--- config.mk ---
export PLATFORM = sky130hd
export DESIGN_NAME = freq_sweep_ctrl
export DESIGN_NICKNAME = d
export VERILOG_FILES = /design/src/rtl/sweep_pkg.sv /design/src/rtl/sweep_edge_det.sv /design/src/rtl/sweep_rate_timer.sv /design/src/rtl/freq_sweep_ctrl.sv
export SDC_FILE = /design/constraint.sdc
export NUM_CORES = 1
export LEC_CHECK = 0
export BUFFER_PORTS_ARGS = -buffer_cell sky130_fd_sc_hd__buf_2
export CAP_MARGIN = 20
export CORE_MARGIN = 2
export CORE_UTILIZATION = 45
export DETAILED_ROUTE_END_ITERATION = 16
export PLACE_DENSITY = 0.69
export SLEW_MARGIN = 20
export SYNTH_ARGS = -nofsm -noshare
export SYNTH_HDL_FRONTEND = slang
export SYNTH_HIERARCHICAL = 1
export SYNTH_SLANG_ARGS = --single-unit
--- constraint.sdc ---
create_clock -name clk -period 6.6 [get_ports clk]
set_input_delay 0.66 -clock clk [delete_from_list [all_inputs] [get_ports clk]]
set_output_delay 0.66 -clock clk [all_outputs]
set_load 0.02 [all_outputs]
--- src/rtl/sweep_pkg.sv ---
package sweep_pkg;
    typedef enum logic [1:0] {
        S_ARMED = 2'd0,
        S_RAMP  = 2'd1,
        S_DWELL = 2'd2,
        S_CLEAR = 2'd3
    } sweep_state_t;
endpackage

--- src/rtl/sweep_edge_det.sv ---
module sweep_edge_det (
    input  logic clk,
    input  logic rst_n,
    input  logic pin,
    output logic rise
);
    logic pin_q;

    always_ff @(posedge clk or negedge rst_n) begin
        if (!rst_n) pin_q <= 1'b0;
        else        pin_q <= pin;
    end

    assign rise = pin & ~pin_q;

    // a held-high pin yields a single-cycle edge only
    a_r3_single_rise: assert property (@(posedge clk) disable iff (!rst_n)
        rise |=> !rise);
endmodule

--- src/rtl/sweep_rate_timer.sv ---
module sweep_rate_timer #(
    parameter int RW = 16
) (
    input  logic          clk,
    input  logic          rst_n,
    input  logic          run,
    input  logic          load,
    input  logic [RW-1:0] rate,
    output logic          tick
);
    logic [RW-1:0] cnt_q;

    always_ff @(posedge clk or negedge rst_n) begin
        if (!rst_n)          cnt_q <= '0;
        else if (load)       cnt_q <= rate;
        else if (run) begin
            if (cnt_q == '0) cnt_q <= rate;
            else             cnt_q <= cnt_q - 1'b1;
        end
    end

    assign tick = run && !load && (cnt_q == '0);
endmodule

--- src/rtl/freq_sweep_ctrl.sv ---
module freq_sweep_ctrl
    import sweep_pkg::*;
#(
    parameter int FW = 48,
    parameter int RW = 16
) (
    input  logic          clk,
    input  logic          rst_n,
    input  logic          sweep_en,
    input  logic [FW-1:0] tone_word,
    input  logic [FW-1:0] start_word,
    input  logic [FW-1:0] end_word,
    input  logic [FW-1:0] delta_word,
    input  logic [RW-1:0] rate_val,
    input  logic          trig_in,
    input  logic          upd_strobe,
    input  logic          reload_on_upd,
    input  logic          autoclr_on_upd,
    input  logic          no_dwell,
    input  logic          static_clr,
    output logic [FW-1:0] tune_word
);
    localparam logic [FW-1:0] ZERO_W = '0;

    sweep_state_t  state_q, nxt_state;
    logic [FW-1:0] acc_q, nxt_acc;
    logic          tmr_load, step_tick, trig_rise;
    logic [FW-1:0] headroom;

    sweep_edge_det u_edge (
        .clk  (clk),
        .rst_n(rst_n),
        .pin  (trig_in),
        .rise (trig_rise)
    );

    sweep_rate_timer #(.RW(RW)) u_timer (
        .clk  (clk),
        .rst_n(rst_n),
        .run  (state_q == S_RAMP),
        .load (tmr_load),
        .rate (rate_val),
        .tick (step_tick)
    );

    assign headroom = end_word - acc_q;

    always_comb begin
        nxt_state = state_q;
        nxt_acc   = acc_q;
        tmr_load  = 1'b0;
        if (!sweep_en) begin
            nxt_state = S_ARMED;
            nxt_acc   = start_word;
        end else if (static_clr) begin
            nxt_state = S_CLEAR;
            nxt_acc   = ZERO_W;
        end else if (upd_strobe && autoclr_on_upd) begin
            nxt_state = S_CLEAR;
            nxt_acc   = ZERO_W;
        end else if (trig_rise) begin
            nxt_state = S_RAMP;
            nxt_acc   = start_word;
            tmr_load  = 1'b1;
        end else begin
            unique case (state_q)
                S_ARMED, S_DWELL: begin
                end
                S_CLEAR: begin
                    nxt_state = S_RAMP;
                    nxt_acc   = start_word;
                    tmr_load  = 1'b1;
                end
                S_RAMP: begin
                    if (upd_strobe && reload_on_upd) begin
                        tmr_load = 1'b1;
                    end else if (step_tick) begin
                        if (acc_q >= end_word) begin
                            nxt_state = no_dwell ? S_ARMED : S_DWELL;
                            nxt_acc   = no_dwell ? start_word : end_word;
                        end else if (headroom <= delta_word) begin
                            nxt_acc = end_word;
                        end else begin
                            nxt_acc = acc_q + delta_word;
                        end
                    end
                end
                default: begin
                end
            endcase
        end
    end

    always_ff @(posedge clk or negedge rst_n) begin
        if (!rst_n) begin
            state_q <= S_ARMED;
            acc_q   <= '0;
        end else begin
            state_q <= nxt_state;
            acc_q   <= nxt_acc;
        end
    end

    always_comb begin
        tune_word = sweep_en ? acc_q : tone_word;
    end

    // ramping never passes the end word
    a_r5_no_overshoot: assert property (@(posedge clk) disable iff (!rst_n)
        (sweep_en && state_q == S_RAMP) |-> (acc_q <= end_word));

    // dwelling holds the end word
    a_r6_dwell_at_end: assert property (@(posedge clk) disable iff (!rst_n)
        (sweep_en && state_q == S_DWELL) |-> (acc_q == end_word));

    // no step without a timer tick
    a_r2_step_needs_tick: assert property (@(posedge clk) disable iff (!rst_n)
        (sweep_en && !static_clr && !upd_strobe && !trig_rise
         && state_q == S_RAMP && !step_tick) |=> $stable(acc_q));

    // auto-clear zeroes the accumulator
    a_r8_autoclr_zero: assert property (@(posedge clk) disable iff (!rst_n)
        (sweep_en && !static_clr && upd_strobe && autoclr_on_upd)
        |=> (acc_q == ZERO_W && state_q == S_CLEAR));

    // static clear holds zero
    a_r9_static_zero: assert property (@(posedge clk) disable iff (!rst_n)
        (sweep_en && static_clr) |=> (acc_q == ZERO_W));

    // release from clear restarts at the start word
    a_r9_release_start: assert property (@(posedge clk) disable iff (!rst_n)
        (state_q == S_CLEAR && sweep_en && !static_clr
         && !(upd_strobe && autoclr_on_upd))
        |=> (state_q == S_RAMP && acc_q == $past(start_word)));
endmodule

Word level (Yosys, flattened, before mapping)
Index checks and enable logic that the tools add are counted.
- input port bits: 217
- output and inout port bits: 48
- register bits: 67
- add/subtract/negate cells: 3
- equality and inequality tests: 6
- bitwise gates (word level): 2
- reductions and logical operators: 9
- multiplexer cells: 29
- $lt $le $gt $ge: 2
- operators with widths (operator ; number):
    $mux 48 ; 10
    $pmux 48 s2 ; 1
    $add 48x48->48 ; 1
    $ge 48x48->1 ; 1
    $le 48x48->1 ; 1
    $mux 16 ; 3
    $sub 48x48->48 ; 1
    $ne 6x6->1 const B ; 3
    $logic_not 16->1 ; 1
    $mux 2 ; 8
    $sub 16x1->16 const B ; 1
    $ne 6x1->1 const B ; 1
    $mux 1 ; 5
    $logic_and 1x1->1 ; 4
    $pmux 2 s2 ; 1
    $reduce_and 4->1 ; 1
    $reduce_and 3->1 ; 1
    $eq 2x1->1 const B ; 1
    $eq 2x2->1 const B ; 1
    $pmux 1 s2 ; 1
    $reduce_bool 2->1 ; 1
    $and 1x1->1 ; 1
    $logic_not 1->1 ; 1
    $not 1->1 ; 1

Depth between registers and ports, before layout
Gate-level depths: netlist of run 1.
- word-level depth: 17
- mapped depth: 26
- gate-level depth less buffers: 24

Hierarchy
The synthesis of run 1 kept the hierarchy.
- by module, submodules not included (module ; cells each ; area each (um2) ; times used):
    freq_sweep_ctrl ; 1373 ; 10292.4 ; 1
    sweep_rate_timer ; 132 ; 1107.3 ; 1
    sweep_edge_det ; 2 ; 38.8 ; 1

Worst setup path after synthesis of run 1
OpenSTA, ideal clock, no wires.
- path type: input-to-reg
- start point: input port end_word[4]
- end point: register acc_q[8]
- library setup time: 146 ps
- stages: 23
- slack: 1201 ps
- arrival time: 5253 ps
- required time: 6454 ps
- cells stage by stage: ha_1 -> or4_1 -> o21ai_0 -> a31o_2 -> o211a_1 -> o21a_1 -> o21a_1 -> o21ai_1 -> a21oi_1 -> mux2i_1 -> a2111o_1 -> ha_1 -> nand4_1 -> nor3_1 -> a22oi_1 -> o211ai_1 -> o21ai_0 -> nor2_1 -> o21a_4 -> buf_6 -> mux2_4 -> o221ai_1 -> o221ai_1
- cells in the longest elaborated chain, start to end: 11
- elaborated cells on any way between the ends: 12
- ends and longest elaborated chain (what ; RTL line ; source):
    from (decl) ; freq_sweep_ctrl.sv:12 ; input logic [FW-1:0] end_word,
    $sub 48x48->48 ; freq_sweep_ctrl.sv:46 ; assign headroom = end_word - acc_q;
    $le 48x48->1 ; freq_sweep_ctrl.sv:81 ; end else if (headroom <= delta_word) begin
    $mux 48 ; freq_sweep_ctrl.sv:81 ;
    $mux 48 (*) ; freq_sweep_ctrl.sv:78 ; if (acc_q >= end_word) begin
    $mux 48 (*) ; freq_sweep_ctrl.sv:77 ; end else if (step_tick) begin
    $mux 48 (*) ; freq_sweep_ctrl.sv:75 ; if (upd_strobe && reload_on_upd) begin
    $pmux 48 s2 (*) ; freq_sweep_ctrl.sv:66 ; unique case (state_q)
    $mux 48 (*) ; freq_sweep_ctrl.sv:61 ; end else if (trig_rise) begin
    $mux 48 (*) ; freq_sweep_ctrl.sv:58 ; end else if (upd_strobe && autoclr_on_upd) begin
    $mux 48 (*) ; freq_sweep_ctrl.sv:55 ; end else if (static_clr) begin
    $mux 48 (*) ; freq_sweep_ctrl.sv:52 ; if (!sweep_en) begin
    to (signal assigned) ; freq_sweep_ctrl.sv:100 ; acc_q <= nxt_acc;
    to (decl) ; freq_sweep_ctrl.sv:26 ; logic [FW-1:0] acc_q, nxt_acc;
Mark *: on every way between the ends. The rest lies on a longest branch, timed or not. The select of a mux whose other input is x is not followed.
A chain may end at the register's enable or synchronous reset.

Worst setup path in the final report of run 1
- start point: register acc_q[24]
- end point: register acc_q[30]
- cells in the longest elaborated chain, start to end: 11
- elaborated cells on any way between the ends: 13
- ends and longest elaborated chain (what ; RTL line):
    $sub 48x48->48 ; freq_sweep_ctrl.sv:46
    $le 48x48->1 ; freq_sweep_ctrl.sv:81
    $mux 48 ; freq_sweep_ctrl.sv:81
    $mux 48 (*) ; freq_sweep_ctrl.sv:78
    $mux 48 (*) ; freq_sweep_ctrl.sv:77
    $mux 48 (*) ; freq_sweep_ctrl.sv:75
    $pmux 48 s2 (*) ; freq_sweep_ctrl.sv:66
    $mux 48 (*) ; freq_sweep_ctrl.sv:61
    $mux 48 (*) ; freq_sweep_ctrl.sv:58
    $mux 48 (*) ; freq_sweep_ctrl.sv:55
    $mux 48 (*) ; freq_sweep_ctrl.sv:52
Marked as above.

==> results.json, run 1 <==
{
  "holdCritPathClass": "input pin to flop",
  "dpl_cell_area_um2": 13100,
  "fin_crit_ps": 6010,
  "ir_drop_mv": 0.118,
  "finalMaxSlewViolations": 0,
  "syn_area_um2": 11400,
  "die_h_um": 163,
  "fin_crit_sh_pct": 91.1,
  "power_frac_seq_pct": 19.2,
  "fin_util_pct": 53.5,
  "crit_fanout": 20,
  "fillers": 2478,
  "switching_share_pct": 48.2,
  "synth_edf_count": 0,
  "wl_um": 44800,
  "clock_path_buffers": 2,
  "drtAntennaViolNets": 0,
  "pwr-share-clk_pct": 18.9,
  "numCtsBuffers": 9,
  "cp_num_buf_inv": 1,
  "crit_path_end_kind": "flop",
  "ys_warn_count": 6,
  "async_flop_share_pct": 100,
  "synth.distinct_cells": 87,
  "cts_sinks": 67,
  "slew_headroom_pct": 21.8,
  "cp.arrival_ps": 6210,
  "crit_chain": "inv_1 -> ha_1 -> a21oi_1 -> nor2b_1 -> o21a_1 -> o41ai_1 -> o221a_2 -> o21a_1 -> o21ai_1 -> a21oi_1 -> mux2i_1 -> a2111o_1 -> ha_1 -> nand4_1 -> nor4_1 -> o21ai_0 -> nor2_1 -> o21a_4 -> nand2_2 -> o221ai_1 -> o221ai_1",
  "seq_area_um2": 1680,
  "syn_avg_cell_area_um2": 7.59,
  "max_clock_freq_ghz": 0.166,
  "synthTopCellsByArea": "ha_1, dfrtp_1, a21oi_1",
  "antenna_found_initial": 3,
  "synth_nets": 1871,
  "internal_power_uw": 1500,
  "p_per_area_nw_per_um2": 216,
  "area_growth_syn_to_layout_pct": 17.2,
  "vias": 13000,
  "cp-start-kind": "flop",
  "wl_per_cell_um": 21.6,
  "worst_path_dominant_cell_family": "compound AO/OA/AOI/OAI gates",
  "cts_setup_buffers": 0,
  "worst_pin_slew_ps": 1170,
  "yosysMostFrequentCell": "ha_1",
  "drive_gt1_share_pct": 22.5,
  "cts_tree": "yes",
  "die_area_um2": 26700,
  "cts_resized": 0,
  "fp-row-count": 58,
  "synth_top_area_share_pct": 15.9,
  "pwr-share-comb_pct": 61.9,
  "grt_pass1_vias": 12247,
  "wl_met3_um": 4540,
  "whs_ps": 424,
  "cpPeakStageDelay_ps": 460,
  "drt_pre_antenna_iters": 5,
  "start_util_pct": 45.7,
  "dpl.hpwl_um": 35800,
  "ctsHtreeMaxLevel": 3,
  "leakage_uw": 0.00638,
  "highest_layer": "met5",
  "synth.top_cells.by_count": "ha_1, a21oi_1, inv_1, nand2_1, o21ai_0",
  "synth.ff_latch_count": 67,
  "ys.flop_type": "dfrtp_1",
  "route.detailed.drc": 0,
  "nets": 2105,
  "cts_hold_buffers": 0,
  "die_x_um": 163,
  "io_pins": 265,
  "ys_seq_area_share_pct": 14.7,
  "required_ps": 6790,
  "drtIter0Drc": 1255,
  "synth_cells": 1507,
  "power.switching_uw": 1390,
  "skew_ps": 7.42,
  "drt-met1-wl_um": 19000,
  "multi_input_area_um2": 9020,
  "cts.reportedPaths.clkPinSlew_ps": 70,
  "root_buffer": "clkbuf_16",
  "met2WireLength_um": 19900,
  "finalInstanceArea_um2": 13400,
  "port_buffers": 264,
  "grt.overflow.total": 0,
  "status": "finished clean",
  "synth_largest_area_cell": "ha_1",
  "criticalPathCategory": "flop to flop",
  "rsz0062_at_grt": "no",
  "core_um2": 25000,
  "gp_congestion": 0.957,
  "insertion_delay_ps": 360,
  "viasPerCell": 6.25,
  "fin_setup_tns_ps": 0,
  "grt_start_max_net_pins": 68,
  "maxCapViolCount": 0,
  "grt_usage_pct": 32.6,
  "cpMaxStageDelayCell": "dfrtp_1",
  "grt_pass1_wl_um": 67400,
  "hold_viol": 0,
  "setup_viol": 0
}
[path summary, 6_finish.rpt]
check | slack (ps) | from | to | cells after the start
max | 590 | acc_q[24] | acc_q[30] | 21
min | 420 | trig_in | u_edge/pin_q | 1
max reg2reg | 590 | acc_q[24] | acc_q[30] | 21
min reg2reg | 570 | u_timer/cnt_q[3] | u_timer/cnt_q[3] | 1
max in group asynchronous | 5500 | rst_n | acc_q[44] | 1
min in group asynchronous | 450 | rst_n | acc_q[21] | 1
[worst register-to-register path, cell delays in order (launching register included)]
cell and delay [ps]:
dfrtp_1 460, inv_1 110, ha_1 370, a21oi_1 260, nor2b_1 120, o21a_1 200, o41ai_1 410, o221a_2 270
o21a_1 200, o21ai_1 150, a21oi_1 340, mux2i_1 140, a2111o_1 400, ha_1 310, nand4_1 140, nor4_1 450
o21ai_0 140, nor2_1 180, o21a_4 350, nand2_2 390, o221ai_1 300, o221ai_1 160
[cells in the final DEF, fill, tap and decap left out, drive strengths merged, types with 10 or more instances in the layout]
master,instances
a211oi,20
a21o,46
a21oi,135
a22oi,16
a31oi,20
and3,10
buf,285
dfrtp,67
ha,145
inv,130
mux2,52
nand2,109
nand2b,14
nand3,39
nand4,25
nor2,91
nor2b,19
nor3,38
nor4,15
o211ai,12
o21a,29
o21ai,106
o21bai,21
o221ai,35
o22ai,12
o31ai,19
or3,25
xnor2,56
xor2,26
[power by group through the flow]
stage                     clock [µW]  combinational, µW  sequential (µW)
final                            546               1790              555
after floorplan                    0               1240              529
after global routing             565               1950              562
after detailed placement           0               1730              559
after global placement             0               1720              559
after CTS                        546               1750              552
[area by class of cell]
cell class,instances,area share (%)
repair buffers,285,11.1
well taps,330,3.08
multi-input cells,1250,67.3
flip-flops and latches,67,12.5
inverters,128,3.58
clock inverters,7,0.625
diodes,3,0.0560
clock buffers,9,1.68
[state kept, by name, summed over array words and instances (netlist names)]
signal,flops
u_edge/pin_q,1
acc_q,48
state_q,2
u_timer/cnt_q,16
[per-stage QoR]
step	total power, µW	worst slack, ps	instances
3_5_place_dp	2290	480	2060
5_1_grt	3080	314	2076
6_report	2890	585	2079
4_1_cts	2840	719	2076
2_1_floorplan	1770	1200	1507
3_3_place_gp	2280	633	2060
[cell families (layout without fill, tap and decap cells)]
logic type,count (synthesis),in the layout,synth area share (%)
AOI/OAI and AO/OA,540,540,31.7
xor gates and xnor gates,82,82,6.28
adders and majority gates,147,147,16.2
buffers and inverters,190,429,6.56
DFF,67,67,14.7
muxes,57,57,5.66
other,0,3,0
and+or+nand+nor,424,424,19.0
[per-layer routing]
layer,track usage (%),up-vias
li1,-,6127
met1,43.3,6068
met2,52.3,707
met3,7.16,96
met4,10.9,2
met5,0,-
Note: power is estimated with default switching activity, not from simulation.
==> run 2: changes to the inputs <==
==> constraint.sdc (replaced) <==
create_clock -name clk -period 6.6 [get_ports clk]
set_input_delay 1.32 -clock clk [delete_from_list [all_inputs] [get_ports clk]]
set_output_delay 1.32 -clock clk [all_outputs]
set_load 0.02 [all_outputs]
==> results.json, run 2 (synthesis results as in run 1) <==
{
  "status": "finished clean",
  "die_h_um": 163,
  "cp.arrival_ps": 6490,
  "grt.overflow.total": 0,
  "gp_congestion": 0.984,
  "wl_met3_um": 4120,
  "dp.cells": 2074,
  "hold_viol": 0,
  "vias": 13050,
  "fin_crit_ps": 6230,
  "grt_usage_pct": 33.6,
  "largest-register": "acc_q",
  "cts.reportedPaths.clkPinSlew_ps": 70,
  "cpPeakStageDelay_ps": 500,
  "p_per_area_nw_per_um2": 215,
  "criticalPathCategory": "input pin to flop",
  "required_ps": 6870,
  "grt_start_max_net_pins": 68,
  "final_cell_mix": "buf_2, ha_1, a21oi_1, inv_1, nand2_1",
  "crit_fanout": 8,
  "instances_no_fill": 2093,
  "viasPerCell": 6.24,
  "port_buffers": 264,
  "grt_pass1_vias": 12328,
  "worst_path_dominant_cell_family": "compound AO/OA/AOI/OAI gates",
  "ir_drop_mv": 0.139,
  "finalMaxSlewViolations": 0,
  "met2WireLength_um": 20000,
  "clock_path_buffers": 2,
  "drive_gt1_share_pct": 23.2,
  "drtAntennaViolNets": 0,
  "core_um2": 25000,
  "cpMaxStageDelayCell": "or4_1",
  "fin_crit_sh_pct": 94.3,
  "max_clock_freq_ghz": 0.161,
  "cts_tree": "yes",
  "slew_headroom_pct": 25.6,
  "skew_ps": 8.86,
  "cp-start-kind": "input pin",
  "nets": 2120,
  "reg_top3": "acc_q: 48 flops, u_timer/cnt_q: 16 flops, state_q: 2 flops",
  "fin_setup_tns_ps": 0,
  "numCtsBuffers": 9,
  "start_util_pct": 45.7,
  "root_buffer": "clkbuf_16",
  "grt_pass1_wl_um": 69200,
  "cp_num_buf_inv": 3,
  "cts_sinks": 67,
  "crit_path_end_kind": "flop",
  "area_growth_syn_to_layout_pct": 18.5,
  "antenna_found_initial": 4,
  "maxCapViolCount": 0,
  "fp-row-count": 58,
  "io_pins": 265,
  "wl_um": 45800,
  "highest_layer": "met5",
  "largest_reg_flops": 48,
  "rsz0062_at_grt": "no",
  "ctsHtreeMaxLevel": 3,
  "wl_per_cell_um": 21.9,
  "final_common_cell": "buf_2",
  "holdCritPathClass": "flop to flop",
  "die_area_um2": 26700,
  "drtIter0Drc": 1324,
  "drt-met1-wl_um": 20200,
  "leakage_uw": 0.00647,
  "route.detailed.drc": 0,
  "drt_pre_antenna_iters": 5,
  "fin_util_pct": 54.1,
  "die_x_um": 163,
  "insertion_delay_ps": 360,
  "dpl.hpwl_um": 36300,
  "setup_viol": 0,
  "worst_pin_slew_ps": 1120
}
## run 2: changes by cell type in the layout (fill, tap and decap cells not counted), sizes merged
| cell | change |
|---|---|
| buf | +15 |
| inv | -1 |
| diode | -1 |
| clkbuf | +1 |
## run 2: path summary, 6_finish.rpt
check | slack, ps | to | depth (start not counted) | start
setup / recovery | 370 | acc_q[42] | 25 | end_word[4]
hold / removal | 550 | state_q[1] | 2 | state_q[1]
min in group asynchronous | 870 | acc_q[18] | 1 | rst_n
hold reg to reg | 550 | state_q[1] | 2 | state_q[1]
max in group asynchronous | 5130 | acc_q[38] | 2 | rst_n
setup reg to reg | 930 | acc_q[42] | 26 | acc_q[1]
## run 2: power by group
group	total [µW]	leakage (µW)	switching, µW	internal, µW
combinational	1820	0.00550	1080	744
clock	543	0.000150	235	308
sequential	555	0.000815	80.2	475
## run 2: stage by stage
step | hold WS, ps | setup slack, ps | total power (µW) | instance area [µm²]
3_3_place_gp | 543 | 188 | 2320 | 13200
5_1_grt | 592 | 78.0 | 3110 | 13500
3_5_place_dp | 541 | 91.8 | 2330 | 13200
2_1_floorplan | 491 | 541 | 1770 | 11400
4_1_cts | 555 | 391 | 2880 | 13500
6_report | 553 | 374 | 2920 | 13600
## run 2: layout make-up
| class | count | area (µm²) |
|---|---|---|
| multi-input cells | 1250 | 9030 |
| flip-flops and latches | 67 | 1680 |
| fillers | 2476 | 11500 |
| clock buffers | 10 | 239 |
| inverters | 128 | 480 |
| diodes | 2 | 5.00 |
| repair buffers | 300 | 1640 |
| well taps | 330 | 413 |
| clock inverters | 6 | 72.6 |
## run 2: metal layers
layer	vias up	track usage, %
met5	-	0
met1	6145	46.3
met3	96	5.56
met4	4	11.0
met2	652	53.1
li1	6153	-
## run 2: tightest hold or removal path: stages (launching register included)
cell and delay [ps]:
dfrtp_1 400, nand2_1 60, o21ai_0 60
## run 2: repair_timing
action,in CTS,in global routing
buffers inserted,0,0
gates resized for setup,0,1
hold buffers,0,0
endpoints found under the setup margin,0,5
endpoints found under the hold margin,0,0
